--- src/rtl/pci_irq_pkg.sv ---
package pci_irq_pkg;
  localparam int unsigned REQ_SERR  = 0;
  localparam int unsigned REQ_ERR   = 1;
  localparam int unsigned REQ_PDN   = 2;
  localparam int unsigned REQ_PON   = 3;
  localparam int unsigned REQ_DMA0  = 4;
  localparam int unsigned SYNC_LEN  = 2;
endpackage

--- src/rtl/pci_serr_sense.sv ---
module pci_serr_sense #(
  parameter int STAGES = 2
) (
  input  logic clk,
  input  logic rst_n,
  input  logic serr_n_in,
  output logic fall
);
  // sh[STAGES-1] is the synchronized level; sh[STAGES] its previous value
  logic [STAGES:0] sh;

  always_ff @(posedge clk) begin
    if (!rst_n) sh <= '1;
    else        sh <= {sh[STAGES-1:0], serr_n_in};
  end

  assign fall = sh[STAGES] & ~sh[STAGES-1];
endmodule

--- src/rtl/pci_serr_drive.sv ---
module pci_serr_drive (
  input  logic clk,
  input  logic rst_n,
  input  logic host_mode,
  input  logic sw_serr,
  input  logic apar_err,
  input  logic serr_en,
  output logic serr_oe
);
  logic sw_q;
  logic trig;

  assign trig = (sw_serr & ~sw_q) | apar_err;

  always_ff @(posedge clk) begin
    if (!rst_n) begin
      sw_q    <= 1'b0;
      serr_oe <= 1'b0;
    end else begin
      sw_q    <= sw_serr;
      serr_oe <= trig & serr_en & ~host_mode;
    end
  end
endmodule

--- src/rtl/pci_err_merge.sv ---
module pci_err_merge #(
  parameter int GEN_W = 8,
  parameter int ARB_W = 4
) (
  input  logic [GEN_W-1:0] gen_pend,
  input  logic [GEN_W-1:0] gen_mask,
  input  logic [ARB_W-1:0] arb_pend,
  input  logic [ARB_W-1:0] arb_mask,
  output logic             err
);
  assign err = (|(gen_pend & gen_mask)) | (|(arb_pend & arb_mask));
endmodule

--- src/rtl/pci_req_prio.sv ---
module pci_req_prio #(
  parameter int N  = 8,
  parameter int IW = 3
) (
  input  logic [N-1:0]  req,
  output logic [IW-1:0] idx,
  output logic          valid
);
  always_comb begin
    idx   = '0;
    valid = |req;
    for (int i = N - 1; i >= 0; i--) begin
      if (req[i]) idx = IW'(i);
    end
  end
endmodule

--- src/rtl/pci_irq_agg.sv ---
module pci_irq_agg
  import pci_irq_pkg::*;
#(
  parameter int GEN_W = 8,
  parameter int ARB_W = 4,
  parameter int DMA_N = 4,
  localparam int NREQ  = REQ_DMA0 + DMA_N,
  localparam int IDX_W = $clog2(NREQ)
) (
  input  logic             clk,
  input  logic             rst_n,
  input  logic             host_mode,
  input  logic             serr_n_in,
  input  logic             sw_serr,
  input  logic             apar_err,
  input  logic             serr_en,
  input  logic [GEN_W-1:0] gen_pend,
  input  logic [GEN_W-1:0] gen_mask,
  input  logic [ARB_W-1:0] arb_pend,
  input  logic [ARB_W-1:0] arb_mask,
  input  logic             pwr_down_req,
  input  logic             pwr_on_req,
  input  logic [DMA_N-1:0] dma_done,
  input  logic             clr_serr,
  input  logic [DMA_N-1:0] clr_dma,
  output logic             serr_oe,
  output logic [NREQ-1:0]  irq,
  output logic [IDX_W-1:0] top_idx,
  output logic             top_valid
);
  logic             serr_fall;
  logic             serr_q;
  logic             err_any;
  logic [DMA_N-1:0] dma_q;

  pci_serr_sense #(.STAGES(SYNC_LEN)) u_sense (
    .clk      (clk),
    .rst_n    (rst_n),
    .serr_n_in(serr_n_in),
    .fall     (serr_fall)
  );

  pci_serr_drive u_drive (
    .clk      (clk),
    .rst_n    (rst_n),
    .host_mode(host_mode),
    .sw_serr  (sw_serr),
    .apar_err (apar_err),
    .serr_en  (serr_en),
    .serr_oe  (serr_oe)
  );

  pci_err_merge #(.GEN_W(GEN_W), .ARB_W(ARB_W)) u_merge (
    .gen_pend(gen_pend),
    .gen_mask(gen_mask),
    .arb_pend(arb_pend),
    .arb_mask(arb_mask),
    .err     (err_any)
  );

  // host-only sticky system-error request; set beats clear
  always_ff @(posedge clk) begin
    if (!rst_n) serr_q <= 1'b0;
    else if (serr_fall && host_mode) serr_q <= 1'b1;
    else if (clr_serr) serr_q <= 1'b0;
  end

  for (genvar k = 0; k < DMA_N; k++) begin : g_dma
    always_ff @(posedge clk) begin
      if (!rst_n) dma_q[k] <= 1'b0;
      else if (dma_done[k]) dma_q[k] <= 1'b1;
      else if (clr_dma[k]) dma_q[k] <= 1'b0;
    end
  end

  assign irq = {dma_q, pwr_on_req, pwr_down_req, err_any, serr_q};

  pci_req_prio #(.N(NREQ), .IW(IDX_W)) u_prio (
    .req  (irq),
    .idx  (top_idx),
    .valid(top_valid)
  );
endmodule

--- config.mk ---
export PLATFORM = sky130hd
export DESIGN_NAME = pci_irq_agg
export DESIGN_NICKNAME = d
export VERILOG_FILES = /design/src/rtl/pci_irq_pkg.sv /design/src/rtl/pci_serr_sense.sv /design/src/rtl/pci_serr_drive.sv /design/src/rtl/pci_err_merge.sv /design/src/rtl/pci_req_prio.sv /design/src/rtl/pci_irq_agg.sv
export SDC_FILE = /design/constraint.sdc
export NUM_CORES = 1
export LEC_CHECK = 0
export ABC_CLOCK_PERIOD_IN_PS = 1020
export BUFFER_PORTS_ARGS = -buffer_cell sky130_fd_sc_hd__clkbuf_2
export CAP_MARGIN = 0
export CELL_PAD_IN_SITES_DETAIL_PLACEMENT = 1
export CELL_PAD_IN_SITES_GLOBAL_PLACEMENT = 2
export CORE_UTILIZATION = 15
export CTS_CLUSTER_SIZE = 40
export DETAILED_ROUTE_END_ITERATION = 8
export GPL_TIMING_DRIVEN = 0
export HOLD_SLACK_MARGIN = 0.1
export PLACE_DENSITY = 0.74
export SETUP_SLACK_MARGIN = 0.02
export SLEW_MARGIN = 20
export SYNTH_ARGS = -nofsm -noshare
export SYNTH_HDL_FRONTEND = slang
export SYNTH_SLANG_ARGS = --single-unit
--- constraint.sdc ---
create_clock -name clk -period 1.02 [get_ports clk]
set_input_delay 0.051 -clock clk [delete_from_list [all_inputs] [get_ports clk]]
set_output_delay 0.051 -clock clk [all_outputs]
set_load 0.01 [all_outputs]
==> Yosys cells after proc, flatten, opt, wreduce, memory -nomap -nowiden <==
Index checks and enable logic that the tools add are counted.
{ "op_classes": {"div_mod_pow": 0, "addsub": 0, "multipliers": 0, "eq_ne": 0, "mux": 18, "reduce_logical": 9, "n_shift": 0, "n_lt_le_gt_ge": 0, "bitwise": 11} }
{ "ops": {"columns": ["operator", "n"], "rows": [
  ["$mux 3", 8],
  ["$reduce_or 8->1", 2],
  ["$mux 1", 10],
  ["$reduce_bool 2->1", 5],
  ["$and 8x8->8", 1],
  ["$and 1x1->1", 4],
  ["$and 4x4->4", 1],
  ["$reduce_or 4->1", 1],
  ["$not 1->1", 3],
  ["$or 1x1->1", 2],
  ["$logic_and 1x1->1", 1]
]} }
{ "word_totals": {"latchBits": 0, "ff_bits": 10, "rom_bits": 0, "in_bits": 42, "mem_bits_rw": 0, "mem_count": 0} }

==> Longest topological paths before layout <==
{ "depth": {"ltp_word": 8, "mapped_depth": 4, "depth_no_buf": 4} }

==> Hierarchy <==
Synthesis repeated with hierarchy kept, for this count alone.
{ "unflattened": {"cells_unflattened": 54, "hier_area_um2": 518.0} }
{ "modules_own_cells": {"columns": ["module", "instances", "area_per_inst_um2", "seq_area_each_um2", "cells_each"], "rows": [
  ["pci_irq_agg", 1, 202.7, 100.1, 20],
  ["pci_serr_sense", 1, 85.1, 60.1, 7],
  ["pci_req_prio", 1, 81.3, 0.0, 13],
  ["pci_err_merge", 1, 76.3, 0.0, 7],
  ["pci_serr_drive", 1, 72.6, 40.0, 7]
]} }

==> Least setup slack after synthesis <==
OpenSTA, ideal clock, no wires.
{ "synth_path": {"kind": "input port to output port", "from": "input gen_pend[5]", "to": "output top_idx[2]", "t_required_ns": 0.969, "arrival_ns": 1.027, "stages": 4, "slack_ns": -0.058, "path_cell_list": "a22oi_1 -> nand2_1 -> or3_4 -> nor3b_1"} }
{ "synth_between": {"elab_chain_cells": 5} }
{ "synth_lines": {"columns": ["item", "line_no", "rtl"], "rows": [
  ["start, declared", "pci_irq_agg.sv:17", "input logic [GEN_W-1:0] gen_pend,"],
  ["$and 8x8->8", "pci_err_merge.sv:11", "assign err = (|(gen_pend & gen_mask)) | (|(arb_pend & arb_mask));"],
  ["$reduce_or 8->1", "pci_err_merge.sv:11", null],
  ["$or 1x1->1", "pci_err_merge.sv:11", null],
  ["named net err_any", "pci_irq_agg.sv:33", "logic err_any;"],
  ["$mux 3 (2 in series)", "pci_req_prio.sv:13", "if (req[i]) idx = IW'(i);"],
  ["end, declared", "pci_irq_agg.sv:28", "output logic [IDX_W-1:0] top_idx,"]
]} }
The timed path passes the listed nets, and every way through them passes these cells.

==> Final worst setup path <==
{ "layout_path": {"from": "register dma_q[2], in the netlist irq[6]", "to": "output top_idx[0]"} }
{ "layout_between": {"elab_chain_cells": 7} }
{ "layout_lines": {"columns": ["item", "line_no", "rtl"], "rows": [
  ["start, declared", "pci_irq_agg.sv:34", "logic [DMA_N-1:0] dma_q;"],
  ["start signal, assigned by index", "pci_irq_agg.sv:70", "if (!rst_n) dma_q[k] <= 1'b0;"],
  ["start signal, assigned by index", "pci_irq_agg.sv:71", "else if (dma_done[k]) dma_q[k] <= 1'b1;"],
  ["start signal, assigned by index", "pci_irq_agg.sv:72", "else if (clr_dma[k]) dma_q[k] <= 1'b0;"],
  ["$mux 3 (7 in series)", "pci_req_prio.sv:13", null]
]} }
No other way between the ends.

==> results.json <==
{
  "timing.rr.end": "irq[7]$_SDFFE_PN0P_",
  "cts_buffer_depth": 2,
  "ant_nets": 0,
  "hpwl_um": 1440,
  "synthMostInstantiatedCell": "dfxtp_1",
  "dr.first_iter.drc_count": 4,
  "grt_max_degree": 11,
  "rsz0062_at_grt": "yes",
  "cts.sinks": 10,
  "cp_data_required_time_ps": 970,
  "whs_endpoint": "u_sense.sh[0]$_SDFF_PN1_",
  "holdPathStages": 2,
  "synth-edff-count": 0,
  "drt_wl_total_um": 2060,
  "rr_worst_depth": 3,
  "syn_nets": 100,
  "cts-root-buf": "clkbuf_4",
  "fmax_mhz": 755,
  "post-route-min-period_ps": 1330,
  "drc": 0,
  "cp-end-kind": "output pin",
  "slew_headroom_pct": 70.7,
  "dieWidth_um": 59.6,
  "wl_per_cell_um": 11.4,
  "numCtsBuffers": 3,
  "hold_viol": 0,
  "violations": "negative setup slack",
  "tightestPinTransition_ps": 439,
  "gr-usage-all-layers_pct": 11.5,
  "ys_types": 19,
  "num_vias": 726,
  "clk_pin_slew_ps": 70,
  "final_core_util_pct": 37.7,
  "avgSynthCellArea_um2": 8.59,
  "ff2ff_setup_slack_ps": 140,
  "gp_congestion": 0.659,
  "synth_top_cell_by_area": "dfxtp_1",
  "grt_pass1_wl_um": 3020,
  "cp_max_fo": 4,
  "yosys.area.top_type_share_pct": 40.2,
  "coreArea_um2": 3100,
  "yosysWarnings": 0,
  "ys.flop_type": "dfxtp_1",
  "synthArstFlopShare_pct": 0,
  "syn_to_final_growth_pct": 135,
  "p_leak_nw": 0.549,
  "routed_via_density": 4.01,
  "clock-skew-final_ps": 0.331,
  "final_area_um2": 1170,
  "power_mw": 1.11,
  "drive_gt1_share_pct": 64.2,
  "die_area_um2": 3550,
  "critPathLaunchType": "flip-flop",
  "overflow": 0,
  "ys_ff_latch": 10,
  "arrival_ps": 1270,
  "ys_seq_area_share_pct": 40.2,
  "diodes": 0,
  "status": "finished with violations",
  "synthTopCellsByArea": "dfxtp_1 (40%), a22oi_1 (9.0%), nand2b_1 (6.3%)",
  "min_path_type": "primary input to flip-flop",
  "setup_violations": 5,
  "antenna_found_initial": 0,
  "io_buffer_count": 53,
  "slew_violations": 0,
  "crit_chain": "nand2b_4 > a221oi_4 > nor4_2 > nor2_1 > buf_2",
  "rows": 20,
  "initial_core_util_pct": 16.0,
  "criticalPathCategory": "flip-flop to output pin",
  "nets": 180,
  "hold_ws_ps": 152,
  "finalWorstSetupSlack_ps": -305,
  "fin_crit_sh_pct": 130,
  "worstHoldStart": "rst_n",
  "reg2reg_from": "irq[7]$_SDFFE_PN0P_",
  "first_pass_iters": 4,
  "ios": 55,
  "placed_cell_area_um2": 831,
  "clock_latency_ps": 260,
  "die_h_um": 59.6,
  "grt_pass1_vias": 757,
  "crit_slowest_cell": "dfxtp_4",
  "cap_viol_max_count": 0,
  "vdd_drop_max_mv": 0.466,
  "dp_slack_ps": -223,
  "slowest_delay_ps": 360,
  "cellPowerDensity_nw_per_um2": 946,
  "synth_common_cells": "dfxtp_1 (10), a22oi_1 (6), nand2b_1 (5), nor3_1 (5)",
  "synth_cells": 58,
  "cts_tree": "yes",
  "synth_area_um2": 498,
  "h-tree-depth": 1
}
-- placed cells by master (no fill, tap or decap), drive strengths merged --
master,Yosys,layout
clkbuf,1,54
buf,4,16
dlygate4sd3,0,14
dfxtp,10,10
a22oi,6,6
nand2b,5,5
nor3,5,5
nand2,4,4
nor2b,4,4
o21a,4,4
nor2,3,3
inv,2,2
nand3b,2,2
nor4,2,2
or3,1,1
a221oi,1,1
nor3b,1,1
a21boi,1,1
and2,1,1
a21oi,1,1
-- area by class of cell --
| type | instances | area [um2] |
|---|---|---|
| buffer | 5 | 37.5 |
| clock buffer | 4 | 36.3 |
| fill | 386 | 1930 |
| inverter | 2 | 7.51 |
| multi-input combinational | 41 | 345 |
| sequential | 10 | 211 |
| tap | 44 | 55.1 |
| timing repair buffer | 75 | 478 |
-- worst max-delay path by stage --
stage	start	end	slack, ps	depth (start not counted)
6_report	irq[6]$_SDFFE_PN0P_	top_idx[0]	-310	5
5_1_grt	irq[6]$_SDFFE_PN0P_	top_idx[0]	-390	5
4_1_cts	irq[6]$_SDFFE_PN0P_	top_idx[0]	-340	5
3_5_place_dp	gen_pend[7]	top_idx[2]	-220	6
3_3_place_gp	gen_pend[7]	top_idx[2]	-200	6
2_1_floorplan	irq[7]$_SDFFE_PN0P_	top_idx[0]	20	4
-- flip-flops by register name, summed over array words and instances, names as in the netlist --
register         count
u_sense.sh           3
serr_q               1
u_drive.serr_oe      1
irq                  4
u_drive.sw_q         1
-- timing repair --
action | CTS | global route
hold buffers | 14 | 0
setup endpoints to repair | 6 | 6
pin swaps | 10 | 5
hold endpoints to repair | 8 | 0
buffers inserted | 6 | 2
cloned | 0 | 0
gates resized for setup | 13 | 10
-- worst max-delay path, delay by kind of cell (launching register included) --
family / cells / cell delay, ps
AOI/OAI and AO/OA: 1 / 240
buffers and inverters: 1 / 130
DFF: 1 / 360
and+or+nand+nor: 3 / 290
-- kinds of logic (layout without fill, tap and decap cells) --
logic type,Yosys count,count (layout),share of synthesized area (%)
AOI/OAI and AO/OA,13,13,19.3
buffers and inverters,7,86,8.29
DFF,10,10,40.2
and+or+nand+nor,28,28,32.2
-- power by group --
| group | switching (mW) | total [mW] | internal, mW |
|---|---|---|---|
| registers | 0.0238 | 0.434 | 0.410 |
| logic | 0.117 | 0.320 | 0.202 |
| clock network | 0.138 | 0.355 | 0.217 |
| total | 0.279 | 1.11 | 0.829 |
-- metal layers --
metal | track usage (%) | vias to the layer above | routed length, um
met5 | 0 | - | 0
met4 | 4.98 | 0 | 0
met3 | 2.40 | 0 | 220
met2 | 23.0 | 43 | 1120
met1 | 11.0 | 324 | 721
li1 | - | 359 | -
-- through the flow --
stage | instances | setup TNS [ps]
2_1_floorplan | 58 | 0
3_3_place_gp | 155 | -797
3_5_place_dp | 155 | -908
4_1_cts | 179 | -1140
5_1_grt | 181 | -1440
6_report | 181 | -1090
Power figures use the tool's default switching activity.
